`src/rtl/rtc_seconds_alarm.sv`:
```
module rtc_seconds_alarm #(
  parameter int DIV_BITS = 15
) (
  input  logic       clk,
  input  logic       por_n,
  input  logic       sys_rst_n,
  input  logic       wr_en,
  input  logic [3:0] addr,
  input  logic [7:0] wdata,
  input  logic       irq_en,
  output logic [7:0] rdata,
  output logic       alarm_irq_n
);

  logic                en_q, pclr_q, stop_q, flag_q;
  logic [DIV_BITS-1:0] presc_q;
  logic [31:0]         time_q, alarm_q;

  wire sel_ctrl = (addr == 4'd0);
  wire sel_time = (addr[3:2] == 2'b01);
  wire sel_alm  = (addr[3:2] == 2'b10);
  wire wr_ok    = wr_en && sys_rst_n;
  wire tick     = en_q && !pclr_q && (presc_q == '1);
  wire reached  = (time_q >= alarm_q);

  always_ff @(posedge clk or negedge por_n) begin
    if (!por_n) begin
      en_q    <= 1'b0;
      stop_q  <= 1'b0;
      presc_q <= '0;
      time_q  <= '0;
    end else begin
      if (wr_ok && sel_ctrl) begin
        en_q   <= wdata[7];
        stop_q <= wdata[3];
      end
      if (pclr_q)
        presc_q <= '0;
      else if (en_q)
        presc_q <= presc_q + 1'b1;
      if (tick && !stop_q)
        time_q <= time_q + 32'd1;
      else if (stop_q && wr_ok && sel_time)
        time_q[{addr[1:0], 3'b000} +: 8] <= wdata;
    end
  end

  always_ff @(posedge clk or negedge por_n) begin
    if (!por_n) begin
      pclr_q  <= 1'b0;
      alarm_q <= '1;
      flag_q  <= 1'b0;
    end else if (!sys_rst_n) begin
      pclr_q  <= 1'b0;
      alarm_q <= '1;
      flag_q  <= 1'b0;
    end else begin
      if (wr_en && sel_ctrl)
        pclr_q <= wdata[6];
      if (wr_en && sel_alm)
        alarm_q[{addr[1:0], 3'b000} +: 8] <= wdata;
      flag_q <= !(wr_en && sel_alm) && en_q && reached;
    end
  end

  always_comb begin
    rdata = 8'h00;
    if (sel_ctrl)
      rdata = {en_q, pclr_q, 2'b00, stop_q, 3'b000};
    else if (sel_time)
      rdata = time_q[{addr[1:0], 3'b000} +: 8];
    else if (sel_alm)
      rdata = alarm_q[{addr[1:0], 3'b000} +: 8];
  end

  assign alarm_irq_n = !(flag_q && irq_en);


  count_step_chk: assert property (@(posedge clk) disable iff (!por_n)
    (tick && !stop_q) |=> time_q == $past(time_q) + 32'd1);


  time_hold_chk: assert property (@(posedge clk) disable iff (!por_n)
    (!(tick && !stop_q) && !(stop_q && wr_en && sel_time)) |=> $stable(time_q));


  presc_clear_chk: assert property (@(posedge clk) disable iff (!por_n)
    pclr_q |=> presc_q == '0);


  sys_reset_chk: assert property (@(posedge clk) disable iff (!por_n)
    !sys_rst_n |=> (alarm_q == '1 && !pclr_q && !flag_q));


  alarm_raise_chk: assert property (@(posedge clk) disable iff (!por_n)
    (sys_rst_n && !(wr_en && sel_alm) && en_q && reached) |=> flag_q);


  alarm_drop_chk: assert property (@(posedge clk) disable iff (!por_n)
    (wr_en && sel_alm) |=> alarm_irq_n);

endmodule

```
`config.mk`:
```
export PLATFORM = sky130hd
export DESIGN_NAME = rtc_seconds_alarm
export DESIGN_NICKNAME = d
export VERILOG_FILES = /design/src/rtl/rtc_seconds_alarm.sv
export SDC_FILE = /design/constraint.sdc
export NUM_CORES = 1
export LEC_CHECK = 0
export BUFFER_PORTS_ARGS = -buffer_cell sky130_fd_sc_hd__buf_2
export CAP_MARGIN = 10
export CORE_AREA = 2 2 105 107
export CTS_CLUSTER_DIAMETER = 150
export CTS_CLUSTER_SIZE = 28
export DETAILED_ROUTE_END_ITERATION = 7
export DIE_AREA = 0 0 107 109
export GPL_TIMING_DRIVEN = 1
export PLACE_DENSITY = 0.76
export SYNTH_ARGS = -nofsm -noshare
export SYNTH_HDL_FRONTEND = slang
export SYNTH_SLANG_ARGS = --single-unit
```
`constraint.sdc`:
```
create_clock -name clk -period 7.1 [get_ports clk]
set_input_delay 1.775 -clock clk [delete_from_list [all_inputs] [get_ports clk]]
set_output_delay 1.775 -clock clk [all_outputs]
set_load 0.01 [all_outputs]
```
==> results of run 1 <==
[cells in the mapped netlist, types with 3 or more instances]
master	n	area, µm²
nand4_1	12	75.1
a22oi_1	4	30.0
clkbuf_1	18	67.6
or4_1	3	22.5
a22o_1	6	52.6
xor2_1	7	61.3
and4_1	11	96.3
a311oi_1	8	70.1
nor2b_1	3	18.8
o21ai_1	4	20.0
buf_1	4	15.0
nand2_1	69	259
xnor2_1	6	52.6
and2_1	5	31.3
inv_1	42	158
a21o_1	4	30.0
mux2i_1	4	40.0
and3_1	11	68.8
nand4_2	4	50.1
mux4_2	16	360
buf_2	4	20.0
a221o_1	3	30.0
o21a_1	5	37.5
ha_1	38	475
a211oi_1	16	120
a31oi_1	33	206
nand3_1	19	95.1
dfstp_2	32	841
o211ai_1	5	37.5
a21oi_1	29	145
a221oi_1	3	26.3
nor3_1	8	40.0
dfrtp_1	51	1280
nor2_1	60	225
o21ai_0	11	55.1
[how the worst min path moves through the flow]
stage | from | endpoint | slack (ps) | cells past startpoint
after detailed placement | alarm_q[15] | alarm_q[15] | 510 | 2
after global routing | alarm_q[24] | alarm_q[24] | 540 | 2
after CTS | alarm_q[15] | alarm_q[15] | 520 | 2
after global placement | alarm_q[26] | alarm_q[26] | 500 | 2
final | alarm_q[6] | alarm_q[6] | 520 | 2
after floorplan | time_q[31] | time_q[31] | 480 | 1
[state kept, by name (all words and copies together) (netlist names)]
| signal | flops |
|---|---|
| time_q | 32 |
| en_q | 1 |
| flag_q | 1 |
| alarm_q | 32 |
| presc_q | 15 |
| pclr_q | 1 |
| stop_q | 1 |
[power by group]
group,switching (mW),internal (mW)
clock network,0.192,0.165
logic,0.133,0.119
registers,0.103,0.545
total,0.427,0.829
[placed cells by master, fill, tap and decap left out, drive strengths merged, types with 17 or more instances in the layout]
| master | count |
|---|---|
| nor2 | 60 |
| nand2 | 69 |
| nand4 | 17 |
| dfstp | 32 |
| nand3 | 19 |
| inv | 45 |
| a31oi | 33 |
| buf | 27 |
| ha | 38 |
| a211oi | 17 |
| a21oi | 29 |
| dfrtp | 51 |
[worst max-delay path, delay by kind of cell]
family	cells	cell delay (ps)
adder cells (fa/ha/maj)	1	310
AND/OR/NAND/NOR	1	80
buffers and inverters	4	970
AO/OA/AOI/OAI	2	250
[cell type report]
cell class                 instances  area, µm²
antenna                            1       2.50
timing repair buffer              27        143
multi-input combinational        445       3240
clock inverter                     7       73.8
inverter                          42        158
tap                              140        175
fill                             933       4570
sequential                        83       2120
clock buffer                       9        124
[logic make-up (layout without fill, tap and decap cells)]
logic type      Yosys count  count (layout)
simple gates            224             224
compound gates          148             148
flops                    83              83
buf+inv                  70              85
fa+ha+maj                38              38
mux                      22              22
xor+xnor                 13              13
other cells               0               1
[per-layer routing]
metal | vias up | routed length [µm]
met4 | 0 | 974
li1 | 2258 | -
met1 | 2423 | 6580
met5 | - | 0
met2 | 292 | 7530
met3 | 86 | 1700
[metrics by stage]
stage               std cells  hold WS, ps
finish                    754          523
global route              754          540
CTS                       753          521
detailed placement        737          508
global placement          737          504
floorplan                 598          482
==> flow_summary.toml, run 1 <==
[place]
dpl_cell_area_um2 = 5830
place_ws_ps = 1940
hpwl_um = 12400
io_buffers = 25
gp_congestion = 1.03

[critical_path]
crit_start = "addr[0]"
endpoint_kind = "primary output"
max_stage_delay_ps = 470
worst-path-max-fanout = 21
arrival_ps = 3400
regToRegEndpoint = "time_q[9]"
required_ps = 5330
endpoint = "rdata[7]"
worstRegToRegCells = 4
critPathKind = "primary input to primary output"
critPathSlowestCell = "buf_2"
r2r_slack_ps = 4360
cp_cell_sequence = "buf_2 > inv_1 > ha_1 > inv_1 > nor2_1 > a22oi_1 > o21ai_0 > buf_2"
r2r-start = "pclr_q"
critPathLaunchType = "primary input"

[timing]
finalSetupTns_ps = 0
max_clock_freq_mhz = 193
final_hold_viol_count = 0
rsz0062_at_grt = "no"
setup_slack_ps = 1930
slew_viol_final = 0
max_slew_margin_pct = 15.2
fin_worst_skew_ps = 23.2
finalSetupViolCount = 0
finalCritPeriodShare_pct = 72.9
post-route-min-period_ps = 5170
worst_pin_slew_ps = 1260

[logic_synthesis]
synth_top_family_by_area = "simple AND/OR/NAND/NOR gates"
seq_area_frac_synth_pct = 37.6
yosysWarnings = 0
synthAdderAreaFrac_pct = 8.45
synthCells = 598
synth-edff-count = 0
ys_ff_latch = 83
syn_area_um2 = 5630
synth_compound_gate_area_share_pct = 18.2
async_flop_share_pct = 100
yosys.area_share.simple_pct = 21.3
synth_top_flop_cell = "dfrtp_1"
syn_area_per_cell_um2 = 9.41
synth_cell_types = 67
muxShareOfSynthArea_pct = 7.51
synth_xor_area_share_pct = 2.02
syn_nets = 653

[die]
die_w_um = 107
dieArea_um2 = 11700
coreArea_um2 = 10600
rows = 38
die_h_um = 109
pin_count = 26
start_util_pct = 53.1

[hold_path]
hp-class = "flip-flop to flip-flop"

[cts]
hold_buffers = 0
clkTransAtPathRegs_ps = 100
postCtsSetupBuffers = 0
cts_made_buffers = 9
cts_buffer_depth = 2
cts_resized = 0
cts_max_level = 3
root_buffer = "clkbuf_8"
clock-sinks = 83
cts_tree = "done"
clock_latency_ps = 400

[routing]
wirelength_um = 16800
vias_per_cell = 6.71
drcViolationCount = 0
first_pass_iters = 6
drt-initial-drc-count = 476
ant_nets = 0
avgRoutedWirePerCell_um = 22.3
dr_total_vias = 5059

[global_routing]
grt_pass1_vias = 4891
top_usage_layer = "met2"
antenna_found_initial = 1
grt_max_degree = 84
grt.met2_usage_pct = 47.7
overflow = 0
grt_pass1_wl_um = 26300
grtUsageMet1_pct = 38.4
met3_usage_pct = 6.28
track_usage_pct = 30.2

[power_and_ir_drop]
vdd_ir_drop_max_uv = 107
p_leak_nw = 2.68
fin_total_pwr_mw = 1.26
power-per-cell-area_nw_per_um2 = 208

[outcome]
status = "finished clean"

[finish]
design_area_um2 = 6030
post-route-util_pct = 56.9
layout.nets = 663
syn_to_final_growth_pct = 7.11
drive_above_1_share_pct = 17.9

[job]
drv_cap = 0
No activity file was read; power rests on OpenSTA's default activity.
==> run 2, diff against run 1 <==
==> constraint.sdc (replaced) <==
create_clock -name clk -period 5.3 [get_ports clk]
set_input_delay 1.325 -clock clk [delete_from_list [all_inputs] [get_ports clk]]
set_output_delay 1.325 -clock clk [all_outputs]
set_load 0.01 [all_outputs]
==> run 2 against run 1 <==
Effect of this change: register-to-register slack lost 1800 ps; count of clock-buffer cells in the layout increased by 1; sequential power rose by 34%; design area is 0.35% higher; utilization up 0.20 points; setup slack lost 830 ps; critical endpoint is now rdata[6]; largest cell class unchanged.
==> flow_summary.toml, run 2 (synthesized netlist as in run 1, its figures left out) <==
[critical_path]
worstRegToRegCells = 5
regToRegEndpoint = "time_q[25]"
critPathKind = "primary input to primary output"
r2r_slack_ps = 2600
required_ps = 3970
critPathLaunchType = "primary input"
arrival_ps = 2870
r2r-start = "en_q"
endpoint_kind = "primary output"
worst-path-max-fanout = 11

[global_routing]
grt_pass1_vias = 4872
track_usage_pct = 30.8
grt_pass1_wl_um = 26800
overflow = 0
antenna_found_initial = 0
grt_max_degree = 53

[finish]
top_regs = "alarm_q (32), time_q (32), presc_q (15)"
post-route-util_pct = 57.1
syn_to_final_growth_pct = 7.49
drive_above_1_share_pct = 18.2
multi_input_area_um2 = 3240
stdcell_count = 756
diodes = 0
seqCellArea_um2 = 2120
final_common_cell = "nand2_1"
nFillCells = 927
layout.cells.most_common_list = "nand2_1, nor2_1, dfrtp_1"
design_area_um2 = 6050
layout.nets = 666

[cts]
clkTransAtPathRegs_ps = 80
clock_latency_ps = 380
root_buffer = "clkbuf_8"
cts_made_buffers = 9
cts_max_level = 3
cts_tree = "done"
hold_buffers = 0
clock-sinks = 83
cts_buffer_depth = 2
postCtsSetupBuffers = 0
cts_resized = 0

[timing]
finalCritPeriodShare_pct = 79.2
finalSetupViolCount = 0
slew_viol_final = 0
max_clock_freq_mhz = 238
max_slew_margin_pct = 18.8
rsz0062_at_grt = "no"
holdWs_ps = 514
setup_slack_ps = 1100
worst_pin_slew_ps = 1210
finalSetupTns_ps = 0
post-route-min-period_ps = 4200
final_hold_viol_count = 0
fin_worst_skew_ps = 16.5

[hold_path]
worstHoldStart = "alarm_q[17]"
hp-class = "flip-flop to flip-flop"
holdPathEnd = "alarm_q[17]"
whs_path_depth = 2

[power_and_ir_drop]
vdd_ir_drop_max_uv = 168
fin_total_pwr_mw = 1.69
power-per-cell-area_nw_per_um2 = 280
p_leak_nw = 2.69

[die]
die_w_um = 107
pin_count = 26
die_h_um = 109
rows = 38
coreArea_um2 = 10600
start_util_pct = 53.1
dieArea_um2 = 11700

[routing]
ant_nets = 0
drt-initial-drc-count = 475
first_pass_iters = 6
vias_per_cell = 6.60
drcViolationCount = 0
dr_total_vias = 4990
wirelength_um = 17100
avgRoutedWirePerCell_um = 22.7

[place]
dpl_cell_area_um2 = 5850
hpwl_um = 12800
dp_cells = 740
io_buffers = 25
gp_congestion = 1.08
place_ws_ps = 1100

[outcome]
status = "finished clean"

[job]
drv_cap = 0
[run 2: cell count changes in the layout (fill, tap and decap cells not counted), sizes merged]
cell      delta
diode        -1
buf          +3
clkinv       -2
clkbuf       +1
clkinvlp     +1
[run 2: final cells by class]
class                           count  area share, %
Clock inverter                      6           1.18
Inverter                           42           2.61
Clock buffer                       10           2.11
Multi-Input combinational cell    445           53.5
Timing Repair Buffer               30           2.73
Sequential cell                    83           35.0
Tap cell                          140           2.90
[run 2: metal layers]
metal / global-route usage, % / wire, µm
met1: 39.2 / 6990
met2: 50.0 / 7830
met3: 5.86 / 1420
met4: 16.7 / 876
met5: 0 / 0
[run 2: worst max path at each step]
stage	cells past startpoint	to	slack [ps]	startpoint
after global routing	6	rdata[6]	1030	addr[0]
after global placement	6	rdata[6]	1170	addr[0]
final	6	rdata[6]	1100	addr[0]
after CTS	6	rdata[6]	1100	addr[0]
after floorplan	8	rdata[7]	1180	addr[1]
after detailed placement	6	rdata[6]	1100	addr[0]
[run 2: power by group]
group | switching, mW | internal (mW) | leakage [nW]
Clock | 0.259 | 0.223 | 0.0939
Combinational | 0.180 | 0.161 | 1.60
Sequential | 0.139 | 0.730 | 0.998
Total | 0.578 | 1.11 | 2.69
[run 2: critical path: stages]
cell,delay [ps]
buf_2,260
buf_4,290
mux4_2,530
a22oi_1,180
o21ai_0,130
buf_2,160
==> run 3, diff against run 2 <==
--- a/config.mk
+++ b/config.mk
@@ -13,7 +13,7 @@
 export DETAILED_ROUTE_END_ITERATION = 7
 export DIE_AREA = 0 0 107 109
 export GPL_TIMING_DRIVEN = 1
-export PLACE_DENSITY = 0.76
+export PLACE_DENSITY = 0.79
 export SYNTH_ARGS = -nofsm -noshare
 export SYNTH_HDL_FRONTEND = slang
 export SYNTH_SLANG_ARGS = --single-unit
==> constraint.sdc (replaced) <==
create_clock -name clk -period 3.5 [get_ports clk]
set_input_delay 0.875 -clock clk [delete_from_list [all_inputs] [get_ports clk]]
set_output_delay 0.875 -clock clk [all_outputs]
set_load 0.01 [all_outputs]
==> run 3 against run 2 <==
Effect of this change: count of clock-buffer cells in the layout is the same; routed wire length shrank 1.9%; sequential share of layout area shrank 0.34 points; first-iteration DRC count shrank 0.42%; utilization grew 0.57 points; clock power grew 53%; sequential power grew 50%; largest cell class unchanged; non-clock buffer count grew 8; die area is the same; flip-flop and latch count is the same; critical endpoint is now rdata[7].
==> flow_summary.toml, run 3 (synthesized netlist as in run 1, its figures left out) <==
[cts]
clkTransAtPathRegs_ps = 80
clock-sinks = 83
hold_buffers = 0
postCtsSetupBuffers = 0
cts_tree = "done"
root_buffer = "clkbuf_8"
cts_made_buffers = 9
cts_resized = 0
clock_latency_ps = 390
cts_buffer_depth = 2
cts_max_level = 3

[finish]
layout.nets = 674
nFillCells = 934
syn_to_final_growth_pct = 8.56
layout.cells.most_common_list = "nand2_1, nor2_1, dfrtp_1"
top_regs = "alarm_q (32), time_q (32), presc_q (15)"
drive_above_1_share_pct = 19.2
diodes = 0
final_common_cell = "nand2_1"

[die]
rows = 38
die_h_um = 109
start_util_pct = 53.1
coreArea_um2 = 10600
dieArea_um2 = 11700
pin_count = 26
die_w_um = 107

[routing]
avgRoutedWirePerCell_um = 22.0
dr_total_vias = 5096
first_pass_iters = 5
wirelength_um = 16800
ant_nets = 0
drt-initial-drc-count = 473
drcViolationCount = 0
vias_per_cell = 6.67

[place]
place_ws_ps = 175
gp_congestion = 1.01
io_buffers = 25
hpwl_um = 12500

[timing]
rsz0062_at_grt = "no"
post-route-min-period_ps = 3360
fin_worst_skew_ps = 21.8
finalSetupTns_ps = 0
max_slew_margin_pct = 28.1
setup_slack_ps = 137
finalCritPeriodShare_pct = 96.1
finalSetupViolCount = 0
max_clock_freq_mhz = 297
worst_pin_slew_ps = 1080
slew_viol_final = 0
final_hold_viol_count = 0

[power_and_ir_drop]
p_leak_nw = 2.73
intPower_mw = 1.69
switching_power_mw = 0.874
switching_share_pct = 34.1
power-per-cell-area_nw_per_um2 = 420
power.share.combinational_pct = 20.6
clkPwrFrac_pct = 28.7
vdd_ir_drop_max_uv = 255
seqPwrFrac_pct = 50.8

[global_routing]
grt_max_degree = 84
track_usage_pct = 30.3
antenna_found_initial = 0
grt_pass1_wl_um = 26500
grt_pass1_vias = 4903
overflow = 0

[job]
drv_cap = 0

[critical_path]
required_ps = 2620
endpoint_kind = "primary output"
worstRegToRegCells = 4
critPathLaunchType = "primary input"
arrival_ps = 2490
critPathKind = "primary input to primary output"
worst-path-max-fanout = 16

[hold_path]
hp-class = "flip-flop to flip-flop"
whs_path_depth = 2

[outcome]
status = "finished clean"
[run 3: cell count changes in the layout (fill, tap and decap cells not counted), sizes merged]
| cell | change |
|---|---|
| buf | +8 |
[run 3: layout make-up]
type | instances | area (µm²) | share of cell area, %
timing repair buffer | 38 | 225 | 3.69
clock inverter | 6 | 71.3 | 1.17
tap | 140 | 175 | 2.87
sequential | 83 | 2120 | 34.7
multi-input combinational | 445 | 3240 | 53.0
clock buffer | 10 | 128 | 2.09
inverter | 42 | 158 | 2.58
[run 3: worst max-delay path, stage by stage]
cell     delay (ps)
buf_2           400
inv_1           180
ha_1            300
inv_1           160
nor2_1           70
a22oi_1         200
o21ai_0         130
buf_2           160
[run 3: metrics by stage]
step	utilization (%)	instance area (µm²)	power, mW	instances	hold WS [ps]
after detailed placement	55.7	5910	1.83	748	498
after global routing	57.6	6110	2.68	764	531
final	57.6	6110	2.57	764	508
after global placement	55.7	5910	1.80	748	499
after floorplan	-	5630	1.62	598	482
after CTS	57.6	6110	2.56	764	510
[run 3: power by group through the flow]
stage	combinational, mW	sequential, mW	clock, mW
floorplan	0.393	1.22	0
global placement	0.495	1.30	0
detailed placement	0.522	1.31	0
CTS	0.526	1.29	0.741
global route	0.592	1.31	0.774
finish	0.528	1.30	0.736
[run 3: layer usage]
metal | track usage (%) | routed length (µm) | share of wire, % | vias up
met4 | 15.6 | 848 | 5.0 | 0
met3 | 7.35 | 1410 | 8.4 | 71
met1 | 38.4 | 6720 | 40 | 2501
met5 | 0 | 0 | 0 | -
li1 | - | - | - | 2279
met2 | 48.5 | 7810 | 47 | 245
[run 3: worst paths after layout]
check | startpoint | to | slack [ps]
worst max-delay path | addr[0] | rdata[7] | 140
worst min-delay path | alarm_q[17] | alarm_q[17] | 510
worst max register to register | pclr_q | time_q[9] | 790
worst min register to register | alarm_q[17] | alarm_q[17] | 510
max in group asynchronous | por_n | time_q[26] | 2110
min in group asynchronous | por_n | time_q[2] | 650
